[src/rtl/clk_synth_pkg.sv]
package clk_synth_pkg;

  // Strobes from the write-policy control to the register datapath.
  typedef struct packed {
    logic ldDiv;    // take the new multiplier/divider codes
    logic ldRest;   // take loop-filter and enable fields
    logic setSel;   // select goes (or stays) high
    logic clrSel;   // select goes low
    logic clrLock;  // any write clears the sticky lock flag
  } synthStrobeT;

  // Multiplier code is value minus 2.
  function automatic int unsigned decodeMult(input int unsigned code);
    return code + 2;
  endfunction

  // Divider code is value minus 2, with the all-ones code meaning 1.
  function automatic int unsigned decodeDiv(input int unsigned code,
                                            input int unsigned codeWidth);
    if (code == (32'd1 << codeWidth) - 1) return 1;
    return code + 2;
  endfunction

endpackage

[src/rtl/synthCtrl.sv]
module synthCtrl
  import clk_synth_pkg::*;
#(
  parameter int MW   = 5,
  parameter int NW   = 3,
  parameter int MMAX = 20
) (
  input  logic          clk,
  input  logic          rstN,
  input  logic          wrEn,
  input  logic [MW-1:0] wrM,
  input  logic [NW-1:0] wrN,
  input  logic          wrSel,
  input  logic [MW-1:0] curM,
  input  logic [NW-1:0] curN,
  input  logic          curSel,
  input  logic          lockFlag,
  output synthStrobeT   strobe,
  output logic          cfgErr
);

  logic          divChange;
  logic          divReject;
  logic          selReject;
  logic [MW-1:0] effM;
  logic [NW-1:0] effN;
  logic [31:0]   effMVal;
  logic [31:0]   effNVal;
  logic          ratioBad;
  logic          rangeBad;
  logic          errNext;

  always_comb begin
    divChange = (wrM != curM) || (wrN != curN);
    divReject = curSel && divChange;
    selReject = wrSel && !curSel && !lockFlag;
    effM      = divReject ? curM : wrM;
    effN      = divReject ? curN : wrN;
    effMVal   = decodeMult(32'(effM));
    effNVal   = decodeDiv(32'(effN), NW);
    ratioBad  = effMVal < (effNVal << 1);
    rangeBad  = effMVal > MMAX;
    errNext   = divReject || selReject || ratioBad || rangeBad;
  end

  always_comb begin
    strobe.ldDiv   = wrEn && !divReject;
    strobe.ldRest  = wrEn;
    strobe.setSel  = wrEn && wrSel && !selReject;
    strobe.clrSel  = wrEn && !wrSel;
    strobe.clrLock = wrEn;
  end

  always_ff @(posedge clk or negedge rstN) begin
    if (!rstN)     cfgErr <= 1'b0;
    else if (wrEn) cfgErr <= errNext;
  end

  // an unlocked select attempt leaves the mux on the input clock and flags it
  a_r8_sel_without_lock: assert property (@(posedge clk) disable iff (!rstN)
    wrEn && wrSel && !curSel && !lockFlag |=> cfgErr && !curSel);

  // a divider change while selected is flagged
  a_r10_div_change_flagged: assert property (@(posedge clk) disable iff (!rstN)
    wrEn && curSel && (wrM != curM) |=> cfgErr);

  // error flag only moves on writes
  a_r12_err_holds: assert property (@(posedge clk) disable iff (!rstN)
    !wrEn |=> $stable(cfgErr));

endmodule

[src/rtl/synthRegs.sv]
module synthRegs
  import clk_synth_pkg::*;
#(
  parameter int MW  = 5,
  parameter int NW  = 3,
  parameter int LFW = 4
) (
  input  logic           clk,
  input  logic           rstN,
  input  synthStrobeT    strobe,
  input  logic [MW-1:0]  wrM,
  input  logic [NW-1:0]  wrN,
  input  logic [LFW-1:0] wrLf,
  input  logic           wrEnable,
  input  logic           lockIn,
  output logic [MW-1:0]  mCodeQ,
  output logic [NW-1:0]  nCodeQ,
  output logic [LFW-1:0] lfQ,
  output logic           enQ,
  output logic           selQ,
  output logic           lockQ,
  output logic [MW:0]    mValue,
  output logic [NW:0]    nValue
);

  always_ff @(posedge clk or negedge rstN) begin
    if (!rstN) begin
      mCodeQ <= '0;
      nCodeQ <= '0;
    end else if (strobe.ldDiv) begin
      mCodeQ <= wrM;
      nCodeQ <= wrN;
    end
  end

  always_ff @(posedge clk or negedge rstN) begin
    if (!rstN) begin
      lfQ <= '0;
      enQ <= 1'b0;
    end else if (strobe.ldRest) begin
      lfQ <= wrLf;
      enQ <= wrEnable;
    end
  end

  always_ff @(posedge clk or negedge rstN) begin
    if (!rstN)              selQ <= 1'b0;
    else if (strobe.setSel) selQ <= 1'b1;
    else if (strobe.clrSel) selQ <= 1'b0;
  end

  always_ff @(posedge clk or negedge rstN) begin
    if (!rstN)               lockQ <= 1'b0;
    else if (strobe.clrLock) lockQ <= 1'b0;
    else if (!enQ)           lockQ <= 1'b0;
    else if (lockIn)         lockQ <= 1'b1;
  end

  always_comb begin
    mValue = {1'b0, mCodeQ} + (MW+1)'(2);
    if (&nCodeQ) nValue = (NW+1)'(1);
    else         nValue = {1'b0, nCodeQ} + (NW+1)'(2);
  end

  // a powered-down loop never reports lock
  a_r7_no_lock_when_off: assert property (@(posedge clk) disable iff (!rstN)
    !enQ |-> !lockQ);

  // the edge taking a write leaves lock clear
  a_r7_write_clears_lock: assert property (@(posedge clk) disable iff (!rstN)
    strobe.clrLock |=> !lockQ);

  // the mux only moves to the synthesized clock after lock was seen
  a_r9_sel_needs_lock: assert property (@(posedge clk) disable iff (!rstN)
    $rose(selQ) |-> $past(lockQ));

  // divider codes frozen while the synthesized clock is selected
  a_r10_div_frozen: assert property (@(posedge clk) disable iff (!rstN)
    $past(selQ) |-> $stable(mCodeQ) && $stable(nCodeQ));

  // powered loop with lock and no write sets the flag
  a_r6_lock_sets: assert property (@(posedge clk) disable iff (!rstN)
    enQ && lockIn && !strobe.clrLock |=> lockQ);

endmodule

[src/rtl/clkSynthCtrl.sv]
module clkSynthCtrl
  import clk_synth_pkg::*;
#(
  parameter int MW   = 5,
  parameter int NW   = 3,
  parameter int LFW  = 4,
  parameter int MMAX = 20,
  localparam int N_LSB    = MW,
  localparam int LF_LSB   = MW + NW,
  localparam int EN_BIT   = LF_LSB + LFW,
  localparam int SEL_BIT  = EN_BIT + 1,
  localparam int LOCK_BIT = SEL_BIT + 1,
  localparam int ERR_BIT  = LOCK_BIT + 1,
  localparam int REG_W    = ERR_BIT + 1
) (
  input  logic             clk,
  input  logic             rstN,
  input  logic             wrEn,
  input  logic [REG_W-1:0] wrData,
  output logic [REG_W-1:0] rdData,
  input  logic             lockIn,
  output logic             pwrEn,
  output logic             selOut,
  output logic [MW:0]      mValue,
  output logic [NW:0]      nValue,
  output logic [LFW-1:0]   lfCode,
  output logic             lockFlag,
  output logic             cfgErr
);

  synthStrobeT    strobe;
  logic [MW-1:0]  mCodeQ;
  logic [NW-1:0]  nCodeQ;
  logic [LFW-1:0] lfQ;
  logic           enQ;
  logic           selQ;
  logic           lockQ;
  logic           errQ;
  logic           unusedStatusBits;

  assign unusedStatusBits = ^wrData[ERR_BIT:LOCK_BIT];

  synthCtrl #(.MW(MW), .NW(NW), .MMAX(MMAX)) uCtrl (
    .clk      (clk),
    .rstN     (rstN),
    .wrEn     (wrEn),
    .wrM      (wrData[N_LSB-1:0]),
    .wrN      (wrData[LF_LSB-1:N_LSB]),
    .wrSel    (wrData[SEL_BIT]),
    .curM     (mCodeQ),
    .curN     (nCodeQ),
    .curSel   (selQ),
    .lockFlag (lockQ),
    .strobe   (strobe),
    .cfgErr   (errQ)
  );

  synthRegs #(.MW(MW), .NW(NW), .LFW(LFW)) uRegs (
    .clk      (clk),
    .rstN     (rstN),
    .strobe   (strobe),
    .wrM      (wrData[N_LSB-1:0]),
    .wrN      (wrData[LF_LSB-1:N_LSB]),
    .wrLf     (wrData[EN_BIT-1:LF_LSB]),
    .wrEnable (wrData[EN_BIT]),
    .lockIn   (lockIn),
    .mCodeQ   (mCodeQ),
    .nCodeQ   (nCodeQ),
    .lfQ      (lfQ),
    .enQ      (enQ),
    .selQ     (selQ),
    .lockQ    (lockQ),
    .mValue   (mValue),
    .nValue   (nValue)
  );

  assign rdData   = {errQ, lockQ, selQ, enQ, lfQ, nCodeQ, mCodeQ};
  assign pwrEn    = enQ;
  assign selOut   = selQ;
  assign lfCode   = lfQ;
  assign lockFlag = lockQ;
  assign cfgErr   = errQ;

endmodule

[config.mk]
export PLATFORM = sky130hd
export DESIGN_NAME = clkSynthCtrl
export DESIGN_NICKNAME = d
export VERILOG_FILES = /design/src/rtl/clk_synth_pkg.sv /design/src/rtl/synthCtrl.sv /design/src/rtl/synthRegs.sv /design/src/rtl/clkSynthCtrl.sv
export SDC_FILE = /design/constraint.sdc
export NUM_CORES = 1
export LEC_CHECK = 0
export BUFFER_PORTS_ARGS = -buffer_cell sky130_fd_sc_hd__buf_4
export CAP_MARGIN = 20
export CORE_MARGIN = 4
export CORE_UTILIZATION = 48
export CTS_BUF_LIST = sky130_fd_sc_hd__clkbuf_8
export DETAILED_ROUTE_END_ITERATION = 8
export PLACE_DENSITY = 0.82
export SETUP_SLACK_MARGIN = 0.05
export SLEW_MARGIN = 20
export SYNTH_ARGS = -nofsm -noshare
export SYNTH_HDL_FRONTEND = slang
export SYNTH_HIERARCHICAL = 1
export SYNTH_SLANG_ARGS = --single-unit
[constraint.sdc]
create_clock -name clk -period 3.9 [get_ports clk]
set_input_delay 0.195 -clock clk [delete_from_list [all_inputs] [get_ports clk]]
set_output_delay 0.195 -clock clk [all_outputs]
set_load 0.005 [all_outputs]
* Yosys cells after proc, flatten, opt, wreduce, memory -nomap -nowiden
Index checks and enable logic that the tools add are counted.
** Storage, ports and cells
- Flip-flop bits (word level) :: 16
- Input port bits :: 20
- Output and inout bits :: 34
- Logic and storage cells :: 46
** Cells by class
- $add $sub $neg :: 4
- Magnitude comparators :: 2
- Eq/ne operators :: 4
- Mux-type cells :: 11
- Reduce and logical (&&, ||, !) cells :: 18
** Operators by type and width (count)
- 32-bit by 5-bit greater-than comparator with 1-bit output, second input constant :: 1
- 32-bit < comparator :: 1
- 31-bit 2-to-1 mux :: 1
- 5-bit by 2-bit adder with 6-bit output, second input constant :: 2
- 3-bit by 2-bit adder with 4-bit output, second input constant :: 2
- 1-bit logical AND :: 7
- 1-bit 2-to-1 mux :: 7
- 1-bit zero test :: 5
- 5-bit 2-to-1 mux :: 1
- 5-bit != test :: 1
- 1-bit logical OR :: 4
- 4-bit 2-to-1 mux :: 1
- 3-bit == test, second input constant :: 1
- 3-bit 2-to-1 mux :: 1
- 3-bit != test :: 1
- 3-bit != test, second input constant :: 1
- 3-bit AND reduction :: 1
- 2-bit nonzero test :: 1

* Depth between registers and ports, before layout
Gate-level depths: netlist (run 1).
- Depth in word-level cells :: 10
- Mapped depth :: 11
- Mapped depth without buffers :: 11

* Cells and area by module
The synthesis (run 1) kept the hierarchy.
** Modules (own cells, without submodules)
- synthRegs :: times used 1, cells an instance 48, area an instance 663.1 um^2, seq. area each 375.4 um^2
- synthCtrl :: times used 1, cells an instance 54, area an instance 441.7 um^2, seq. area each 25.0 um^2
- clkSynthCtrl :: times used 1, cells an instance 8, area an instance 60.1 um^2, seq. area each 0.0 um^2

* Worst setup path after synthesis (run 1)
Ideal clock, no wire load.
- Path kind :: register to register
- Start point :: register uRegs.nCodeQ[1]
- End point :: register uCtrl.cfgErr
- Library setup time :: 0.123 ns
- Arrival :: 2.649 ns
- Required time :: 3.777 ns
- Setup slack :: 1.128 ns
- Cell stages (with the launch flop) :: 12
- Path buffers :: 0
- Clock period less this slack :: 2.772 ns
- Cells stage by stage :: dfrtp_1 > xnor2_1 > nand4_1 > o21ai_4 > mux2_2 > ha_1 > ha_1 > a21boi_0 > o211ai_1 > a21oi_1 > nand3_1 > o221a_2
** On the way
- Longest elaborated chain between the ends :: 10
- Elaborated cells on any way between the ends :: 16
- Classes of those cells :: 2 x add/sub; 2 x order compare; 2 x eq/ne; 5 x mux; 5 x reduce/logical
** Ends and longest elaborated chain
- start: declaration :: RTL line synthRegs.sv:17 : output logic [NW-1:0] nCodeQ,
- start signal: assignment :: RTL line synthRegs.sv:32 : nCodeQ <= wrN;
- branches (longest 9 deep; another with 32-bit < comparator)
- 1-bit logical OR * :: RTL line synthCtrl.sv:43 : errNext = divReject || selReject || ratioBad || rangeBad;
- end signal: assignment :: RTL line synthCtrl.sv:56 : else if (wrEn) cfgErr <= errNext;
- end: declaration :: RTL line synthCtrl.sv:19 : output logic cfgErr
Mark *: on every way between the ends.
A chain may end at the register's enable or synchronous reset.

* Worst setup path in the final report (run 1)
- Start point :: register uRegs.mCodeQ[4]
- End point :: register uCtrl.cfgErr
** On the way
- Longest elaborated chain between the ends :: 10
- Elaborated cells on any way between the ends :: 16
- Classes of those cells :: 2 x add/sub; 2 x order compare; 2 x eq/ne; 5 x mux; 5 x reduce/logical
** Ends and longest elaborated chain
- start: declaration :: RTL line synthRegs.sv:16 : output logic [MW-1:0] mCodeQ,
- start signal: assignment :: RTL line synthRegs.sv:31 : mCodeQ <= wrM;
- branches (longest 9 deep; another with 32-bit < comparator)
- 1-bit logical OR * :: RTL line synthCtrl.sv:43
Marks and branches as above.

==> flow_summary_export.csv, run 1 <==
group,metric,value,unit
grt,grt_max_degree,17,
detailed_routing,vias,955,
sta,finalWorstSetupSlack,0.7961,ns
worst_setup_path,arrival,3.24,ns
placement,place_ws,0.8880,ns
sta,hold_viol_final,0,
final_layout,finalInstanceArea,1550,um^2
floorplanning,die_y,57.26,um
worst_setup_path,r2r_slack,0.80,ns
floorplanning,die-area,3279,um^2
clocking,root_buffer,"clkbuf_8",
final_layout,multi_input_area,644.4,um^2
sta,max_freq,0.3222,GHz
synthesis,synthTopCellsByCount,"16 x dfrtp_1, 11 x buf_4, 11 x xnor2_1, 10 x mux2_2, 8 x ha_1",
clocking,insertion_delay,0.25,ns
placement,routabilityCongestion,0.7980,
sta,tightest_slew,0.3187,ns
run,max-cap-violations,0,
min_path,whs_endpoint,"uRegs/lfQ[3]$_DFFE_PN0P_",
power,p_clk_frac,0.186,
grt,grt_pass1_wl,4367,um
power,leakagePower,0.7574,nW
worst_setup_path,cp_max_fo,7,
sta,setup_viol,0,
worst_setup_path,worstSetupPathType,"register to register",
min_path,hold_depth,2,
synthesis,synth-seq-cells,16,
worst_setup_path,worstSetupStartpointType,"register",
synthesis,yosys.area.top_type_share,0.3437,
synthesis,synth_most_common_cell,"dfrtp_1",
synthesis,synth_area_leaders,"dfrtp_1 34%, mux2_2 9.7%, ha_1 8.6%, xnor2_1 8.3%, mux2_4 7.7%",
grt,antenna_found_initial,0,
power,p_seq_frac,0.326,
final_layout,drive_above_1_share,0.4902,
power,combPwrFrac,0.488,
worst_setup_path,cp_cell_sequence,"xnor2_1 > nand4_1 > o21ai_4 > mux2_2 > ha_1 > ha_1 > a21boi_0 > o211ai_1 > a21oi_1 > nand2_1 > o221a_2",
detailed_routing,ant_nets,0,
clocking,clk_pin_slew,0.06,ns
placement,placed_area,1485,um^2
min_path,hp-class,"primary input to register",
sta,fin_crit_sh,0.7959,
grt,grt_pass1_vias,932,
detailed_routing,wire_per_inst,14.07,um
final_layout,fillers,170,
power,power.switching,0.2613,mW
final_layout,n_antenna_cell,0,
floorplanning,pin_count,54,
detailed_routing,via_per_inst,5.276,
sta,drv_slew,0,
sta,period_needed,3.104,ns
placement,port_buffers,51,
clocking,cts_tree,"built",
worst_setup_path,reg2reg_depth,11,
synthesis,syn_nets,138,
grt,gr-total-overflow,0,
detailed_routing,dr.pass1.iters,4,
grt,grt_usage,0.1681,
floorplanning,floorplan.initialDensity,0.5166,
synthesis,seq_area_frac_synth,0.3437,
power,ir_drop,0.3307,mV
worst_setup_path,crit_slowest_cell,"dfrtp_1",
outcome,status,"finished, final reports clean",
worst_setup_path,crit_top_cell,"ha_1",
power,power_density,505.5,nW/um^2
synthesis,synthFlopType,"dfrtp_1",
synthesis,ys_types,28,
detailed_routing,drc,0,
synthesis,synth_edf_count,0,
synthesis,ys_warn_count,6,
clocking,clk_path_buf_depth,2,
detailed_routing,drtIter0Drc,30,
clocking,cts_max_level,1,
final_layout,final_util,0.6876,
sta,fin_setup_tns,0,ns
sta,rsz0062_at_grt,"no",
floorplanning,die_x,57.26,um
detailed_routing,totalWireLength,2547,um
min_path,hold_start,"wrData[11]",
worst_setup_path,reg2reg_to,"uCtrl/cfgErr$_DFFE_PN0P_",
final_layout,fin_cells,181,
synthesis,syn_area,1165,um^2
synthesis,synth_area_per_cell,10.59,um^2
floorplanning,coreArea,2255,um^2
sta,max_slew_margin,0.7876,
sta,skew,0.001773,ns
clocking,cts_setup_buffers,0,
clocking,numCtsBuffers,3,
placement,dp_cells,176,
synthesis,syn_inst,110,
floorplanning,rows,17,
power,swShare,0.3334,
clocking,cts.sinks,16,
final_layout,area.sequential,400.4,um^2
power,p_int,0.5224,mW
worst_setup_path,required,4.04,ns
worst_setup_path,r2r_start,"uRegs/mCodeQ[4]$_DFFE_PN0P_",
synthesis,synthArstFlopShare,1.000,
worst_setup_path,cp-end-kind,"register",
worst_setup_path,cpPeakStageDelay,0.45,ns
final_layout,area_growth,33.08,%
final_layout,nNetsFinal,182,
placement,place_hpwl,1991,um
synthesis,synth_top_area_cell,"dfrtp_1",
flip-flops by register name, indices dropped and copies added, names as in the netlist:
name / count
uRegs/mCodeQ: 5
uRegs/lfQ: 4
uRegs/lockQ: 1
uCtrl/cfgErr: 1
uRegs/enQ: 1
uRegs/selQ: 1
uRegs/nCodeQ: 3
cell type report:
class                           instances  share of cell area
Multi-Input combinational cell         75              0.4157
Sequential cell                        16              0.2583
Timing Repair Buffer                   52              0.2534
Clock buffer                            4             0.03551
Tap cell                               28             0.02260
Inverter                                6             0.01453
worst max path at each step:
stage / start / endpoint / slack [ns] / depth (start not counted)
floorplan: uRegs/nCodeQ[1]$_DFFE_PN0P_ / uCtrl/cfgErr$_DFFE_PN0P_ / 1.13 / 11
global placement: uRegs/mCodeQ[3]$_DFFE_PN0P_ / uCtrl/cfgErr$_DFFE_PN0P_ / 0.95 / 11
detailed placement: uRegs/mCodeQ[3]$_DFFE_PN0P_ / uCtrl/cfgErr$_DFFE_PN0P_ / 0.89 / 11
CTS: uRegs/mCodeQ[4]$_DFFE_PN0P_ / uCtrl/cfgErr$_DFFE_PN0P_ / 0.81 / 11
global route: uRegs/mCodeQ[4]$_DFFE_PN0P_ / uCtrl/cfgErr$_DFFE_PN0P_ / 0.53 / 11
finish: uRegs/mCodeQ[4]$_DFFE_PN0P_ / uCtrl/cfgErr$_DFFE_PN0P_ / 0.80 / 11
cell usage in the layout (no fill, tap or decap), types with 3 or more instances in the layout:
| cell type | netlist | routed |
|---|---|---|
| buf_4 | 11 | 51 |
| dfrtp_1 | 16 | 16 |
| xnor2_1 | 11 | 11 |
| mux2_2 | 10 | 10 |
| ha_1 | 8 | 8 |
| nand2_1 | 7 | 7 |
| nand3_1 | 6 | 6 |
| inv_1 | 6 | 6 |
| mux2_4 | 6 | 6 |
| clkbuf_8 | 0 | 4 |
| o21ai_0 | 4 | 4 |
| mux2i_1 | 3 | 3 |
| nor2_1 | 3 | 3 |
metrics by stage:
step | power, mW | hold slack [ns]
6_report | 0.7837 | 0.1787
5_1_grt | 0.8416 | 0.1780
4_1_cts | 0.7942 | 0.1702
3_5_place_dp | 0.6407 | 0.06651
3_3_place_gp | 0.6231 | 0.06677
2_1_floorplan | 0.4795 | -0.1006
power groups by stage:
stage / clock [mW] / combinational, mW / sequential, mW
after floorplan: 0 / 0.229 / 0.251
after global placement: 0 / 0.368 / 0.255
after detailed placement: 0 / 0.382 / 0.258
after CTS: 0.151 / 0.387 / 0.256
after global routing: 0.157 / 0.420 / 0.265
final: 0.146 / 0.382 / 0.256
cells by family (layout without fill, tap and decap cells):
kind of cell	count (synthesis)	in the layout	share of synthesized area
simple gates	25	25	0.1085
fa+ha+maj	8	8	0.08593
buf+inv	19	62	0.1031
mux	19	19	0.1998
flops	16	16	0.3437
xor+xnor	12	12	0.09022
compound gates	11	11	0.06875
worst max-delay path: cells and delay by family, from the launching register on:
kind | cells | cell delay, ns
xor+xnor | 1 | 0.24
fa+ha+maj | 2 | 0.58
simple gates | 2 | 0.27
compound gates | 5 | 1.07
flops | 1 | 0.45
mux | 1 | 0.39
what timing repair did:
item,4_1_cts,5_1_grt
hold buffers,1,0
gates resized for setup,0,0
hold endpoints to repair,16,0
metal layers:
metal / track usage / up-vias / wire (um)
met5: 0 / - / 0
met3: 0.04072 / 5 / 269
met2: 0.2773 / 53 / 1174
met4: 0.07285 / 0 / 42
met1: 0.2081 / 442 / 1060
li1: - / 455 / -
(Power assumes the default switching activity.)
==> run 2, diff against run 1 <==
Clock period 3.9 ns to 3.3 ns, I/O delays scaled along.
==> run 2 against run 1 <==
  * Die area is the same
  * Global-route usage decreased by 0.28 points
  * Sequential power increased by 15%
  * Total power rose by 19%
  * Sequential share of layout area decreased by 0.12 points
  * Final cell count is 0.55% higher
  * Core utilization rose by 0.33 points
  * Register-to-register slack worse by 0.48 ns
  * Clock power rose by 24%
  * Non-clock buffer count rose by 1
  * Combinational power is 19% higher
  * Critical path type unchanged
  * Highest routed layer unchanged
==> flow_summary_export.csv, run 2 (synthesized netlist as in run 1, its figures left out) <==
group,metric,value,unit
outcome,status,"finished, final reports clean",
final_layout,largestRegisters,"uRegs/mCodeQ: 5 flops, uRegs/lfQ: 4 flops, uRegs/nCodeQ: 3 flops",
worst_setup_path,r2r_slack,0.31,ns
floorplanning,pin_count,54,
sta,fin_setup_tns,0,ns
final_layout,layout_commonest_cell,"buf_4",
sta,max_slew_margin,0.7849,
clocking,clk_pin_slew,0.07,ns
power,total_power,0.9322,mW
detailed_routing,wl_met1,1056,um
sta,drv_slew,0,
final_layout,regMostFlops,"uRegs/mCodeQ",
final_layout,n_antenna_cell,0,
detailed_routing,wire_per_inst,13.93,um
clocking,ctsResizeCount,0,
power,power_density,598.4,nW/um^2
detailed_routing,ant_nets,0,
worst_setup_path,cp_max_fo,7,
final_layout,nNetsFinal,183,
sta,max_freq,0.3349,GHz
power,swShare,0.3347,
power,p_seq_frac,0.317,
grt,gr-total-overflow,0,
sta,fin_crit_sh,0.9048,
sta,skew,0.002173,ns
sta,hold_viol_final,0,
power,power.switching,0.3120,mW
detailed_routing,vias,943,
grt,grt_pass1_wl,4333,um
floorplanning,rows,17,
power,ir_drop,0.3790,mV
power,combPwrFrac,0.489,
sta,setup_viol,0,
grt,grt_max_degree,17,
floorplanning,coreArea,2255,um^2
min_path,hold_depth,2,
clocking,insertion_delay,0.25,ns
final_layout,largest_reg_flops,5,
worst_setup_path,reg2reg_depth,11,
final_layout,fin_cells,182,
placement,dp_cells,177,
worst_setup_path,required,3.45,ns
final_layout,final_cell_mix,"52 x buf_4, 16 x dfrtp_1, 11 x xnor2_1, 10 x mux2_2, 8 x ha_1",
power,p_int,0.6202,mW
floorplanning,die-area,3279,um^2
placement,routabilityCongestion,0.8107,
grt,antenna_found_initial,0,
worst_setup_path,arrival,3.13,ns
detailed_routing,highest_layer,"met4",
run,max-cap-violations,0,
detailed_routing,drc,0,
floorplanning,die_x,57.26,um
placement,place_hpwl,1967,um
floorplanning,die_y,57.26,um
grt,grt_pass1_vias,973,
clocking,cts.sinks,16,
final_layout,multi_input_area,644.4,um^2
grt,grt_usage,0.1653,
sta,rsz0062_at_grt,"no",
sta,period_needed,2.986,ns
final_layout,drive_above_1_share,0.4935,
power,leakagePower,0.7622,nW
worst_setup_path,worstSetupStartpointType,"register",
final_layout,area.sequential,400.4,um^2
power,p_clk_frac,0.194,
detailed_routing,drtIter0Drc,13,
clocking,cts_tree,"built",
clocking,clk_path_buf_depth,2,
final_layout,area_growth,33.73,%
final_layout,fillers,181,
clocking,cts_max_level,1,
sta,tightest_slew,0.3226,ns
floorplanning,floorplan.initialDensity,0.5166,
min_path,hp-class,"primary input to register",
worst_setup_path,cp-end-kind,"register",
clocking,root_buffer,"clkbuf_8",
clocking,numCtsBuffers,3,
worst_setup_path,worstSetupPathType,"register to register",
detailed_routing,totalWireLength,2536,um
placement,port_buffers,51,
detailed_routing,route.met2.wl,1171,um
detailed_routing,via_per_inst,5.181,
detailed_routing,dr.pass1.iters,4,
detailed_routing,wl_met3,276,um
==> run 2: area by class of cell <==
class                           count  area share
Tap cell                           28     0.02249
Inverter                            6     0.01446
Multi-Input combinational cell     75      0.4137
Timing Repair Buffer               53      0.2570
Clock buffer                        4     0.03534
Sequential cell                    16      0.2570
==> run 2: metal layers <==
metal  vias to the layer above  GRT usage
met1                       443     0.1997
met2                        43     0.2806
met3                         3    0.04299
li1                        454          -
met4                         0    0.06291
met5                         -          0
==> run 2: metrics by stage <==
| stage | area, um^2 | worst slack (ns) | util | hold slack [ns] |
|---|---|---|---|---|
| 2_1_floorplan | 1165 | 0.5284 | - | -0.1306 |
| 3_3_place_gp | 1493 | 0.3614 | 0.6620 | 0.03694 |
| 3_5_place_dp | 1493 | 0.2861 | 0.6620 | 0.04215 |
| 4_1_cts | 1558 | 0.2694 | 0.6909 | 0.1363 |
| 5_1_grt | 1558 | 0.05372 | 0.6909 | 0.1444 |
| 6_report | 1558 | 0.3143 | 0.6909 | 0.1395 |
==> run 2: repair_timing <==
action / in CTS / in global routing
hold buffers: 1 / 0
endpoints found under the setup margin: 0 / 1
setup buffers: 0 / 0
hold endpoints to repair: 16 / 0
==> run 2: path summary, 6_finish.rpt <==
kind / from / end
worst max-delay path: uRegs/mCodeQ[0]$_DFFE_PN0P_ / uCtrl/cfgErr$_DFFE_PN0P_
worst min-delay path: wrData[12] / uRegs/enQ$_DFFE_PN0P_
worst max register to register: uRegs/mCodeQ[0]$_DFFE_PN0P_ / uCtrl/cfgErr$_DFFE_PN0P_
worst min register to register: uRegs/lfQ[0]$_DFFE_PN0P_ / uRegs/lfQ[0]$_DFFE_PN0P_
max in group asynchronous: rstN / uRegs/lfQ[0]$_DFFE_PN0P_
min in group asynchronous: rstN / uRegs/lockQ$_DFFE_PN0P_
==> run 2: power by group through the flow <==
stage / combinational (mW) / sequential [mW] / clock (mW)
global route: 0.505 / 0.306 / 0.192
finish: 0.456 / 0.295 / 0.181
global placement: 0.445 / 0.296 / 0
floorplan: 0.270 / 0.296 / 0
detailed placement: 0.461 / 0.300 / 0
CTS: 0.464 / 0.297 / 0.184
==> run 2: worst max-delay path, stage by stage, from the launching register on <==
cell and delay (ns):
dfrtp_1 0.42, xnor2_1 0.19, nand4_1 0.16, o21ai_4 0.29, mux2_2 0.39, ha_1 0.31, ha_1 0.28, a21boi_0 0.18
o211ai_1 0.11, a21oi_1 0.19, nand3_1 0.11, o221a_2 0.26
==> run 3, diff against run 2 <==
Settings changed: ABC_CLOCK_PERIOD_IN_PS set to 3300, CELL_PAD_IN_SITES_DETAIL_PLACEMENT set to 1, CELL_PAD_IN_SITES_GLOBAL_PLACEMENT set to 1, CORE_UTILIZATION 48 to 35, PLACE_DENSITY 0.82 to unset, PLACE_DENSITY_LB_ADDON set to 0.1.
==> run 3 against run 2 <==
  * Design area increased by 3.2%
  * Register-to-register slack improved by 0.02 ns
  * Total power increased by 2.3%
  * Clock skew increased by 0.0063 ns
  * Via count decreased by 0.53%
  * Critical path type unchanged
  * Sequential cell count unchanged
  * Largest power group unchanged
  * Largest cell class unchanged
==> flow_summary_export.csv, run 3 (synthesized netlist as in run 1, its figures left out) <==
group,metric,value,unit
outcome,status,"finished, final reports clean",
sta,drv_slew,0,
final_layout,drive_above_1_share,0.5063,
worst_setup_path,worstSetupPathType,"register to register",
detailed_routing,wire_per_inst,14.15,um
sta,skew,0.008451,ns
sta,fin_setup_tns,0,ns
final_layout,final_util,0.5140,
sta,max_slew_margin,0.7612,
detailed_routing,vias,938,
sta,setup_viol,0,
floorplanning,die-area,4315,um^2
power,ir_drop,0.2311,mV
final_layout,n_antenna_cell,0,
floorplanning,coreArea,3128,um^2
run,max-cap-violations,0,
grt,gr-total-overflow,0,
grt,grt_pass1_wl,4802,um
final_layout,final_cell_mix,"56 x buf_4, 16 x dfrtp_1, 11 x xnor2_1, 10 x mux2_2, 8 x ha_1",
detailed_routing,drc,0,
sta,rsz0062_at_grt,"no",
worst_setup_path,cp_cell_sequence,"xnor2_1 > nand4_1 > o21ai_4 > mux2_2 > ha_1 > ha_1 > a21boi_0 > o211ai_1 > a21oi_1 > nand3_1 > o221a_2",
worst_setup_path,cp_max_fo,6,
clocking,cts.sinks,16,
floorplanning,pin_count,54,
worst_setup_path,crit_family,"compound AO/OA/AOI/OAI gates",
min_path,hp-class,"primary input to register",
floorplanning,floorplan.initialDensity,0.3724,
detailed_routing,via_per_inst,4.644,
placement,placed_area,1520,um^2
floorplanning,die_y,65.69,um
sta,period_needed,2.970,ns
power,total_power,0.9538,mW
final_layout,area_growth,38.02,%
worst_setup_path,crit_buf_inv,0,
worst_setup_path,crit_top_cell,"ha_1",
placement,port_buffers,51,
sta,tightest_slew,0.3582,ns
grt,antenna_found_initial,0,
worst_setup_path,crit_slowest_cell,"dfrtp_1",
final_layout,largestRegisters,"uRegs/mCodeQ: 5 flops, uRegs/lfQ: 4 flops, uRegs/nCodeQ: 3 flops",
worst_setup_path,required,3.44,ns
grt,grt_max_degree,17,
final_layout,fillers,353,
detailed_routing,dr.pass1.iters,4,
sta,max_freq,0.3368,GHz
worst_setup_path,arrival,3.11,ns
clocking,root_buffer,"clkbuf_8",
floorplanning,rows,20,
sta,whs,0.1372,ns
sta,hold_viol_final,0,
worst_setup_path,worstSetupStartpointType,"register",
detailed_routing,ant_nets,0,
worst_setup_path,cp-end-kind,"register",
sta,fin_crit_sh,0.8999,
detailed_routing,totalWireLength,2858,um
clocking,clk_pin_slew,0.07,ns
placement,place_hpwl,2302,um
power,leakagePower,0.7808,nW
final_layout,largest_reg_flops,5,
clocking,cts_max_level,1,
final_layout,regMostFlops,"uRegs/mCodeQ",
grt,grt_pass1_vias,1003,
final_layout,layout_commonest_cell,"buf_4",
clocking,clk_path_buf_depth,2,
worst_setup_path,cpPeakStageDelay,0.45,ns
final_layout,finalInstanceArea,1608,um^2
placement,routabilityCongestion,0.7035,
clocking,numCtsBuffers,3,
power,power_density,593.2,nW/um^2
grt,grt_usage,0.1467,
clocking,insertion_delay,0.26,ns
floorplanning,die_x,65.69,um
clocking,cts_tree,"built",
final_layout,nNetsFinal,187,
detailed_routing,drtIter0Drc,14,
## run 3: cell count changes in the layout (fill, tap and decap cells not counted), sizes merged
cell,previous run,this run
buf,52,56
## run 3: through the flow
step	setup slack [ns]	std cells
4_1_cts	0.2323	199
3_5_place_dp	0.2643	194
3_3_place_gp	0.2887	194
5_1_grt	0.04555	202
2_1_floorplan	0.5284	110
6_report	0.3304	202
## run 3: worst paths after layout
kind,cells after the start,end,slack [ns],startpoint
hold / removal,2,uRegs/lfQ[2]$_DFFE_PN0P_,0.14,wrData[10]
max in group asynchronous,2,uRegs/mCodeQ[0]$_DFFE_PN0P_,2.79,rstN
min in group asynchronous,2,uRegs/nCodeQ[2]$_DFFE_PN0P_,0.31,rstN
setup reg to reg,11,uCtrl/cfgErr$_DFFE_PN0P_,0.33,uRegs/mCodeQ[4]$_DFFE_PN0P_
setup / recovery,11,uCtrl/cfgErr$_DFFE_PN0P_,0.33,uRegs/mCodeQ[4]$_DFFE_PN0P_
hold reg to reg,1,uRegs/lfQ[3]$_DFFE_PN0P_,0.53,uRegs/lfQ[3]$_DFFE_PN0P_
## run 3: timing repair
item                       4_1_cts  5_1_grt
gates resized for setup          0        0
setup endpoints to repair        0        1
buffers inserted                 0        3
hold buffers                     1        0
hold endpoints to repair        16        0
## run 3: cell type report
class,instances,area (um^2),area share
Clock buffer,4,55.05,0.03424
Inverter,6,22.52,0.01401
Multi-Input combinational cell,75,644.4,0.4008
Sequential cell,16,400.4,0.2490
Tap cell,44,55.05,0.03424
Timing Repair Buffer,57,430.4,0.2677
## run 3: power by group
group	internal, mW	switching (mW)
clock	0.106	0.0707
combinational	0.293	0.191
sequential	0.237	0.0569
## run 3: layer usage
layer | global-route usage | up-vias | wire [um] | share of wire
met5 | 0 | - | 0 | 0
met4 | 0.06995 | 0 | 58 | 0.020
li1 | - | 459 | - | -
met2 | 0.2516 | 30 | 1434 | 0.50
met1 | 0.1702 | 444 | 1188 | 0.42
met3 | 0.03419 | 5 | 176 | 0.062
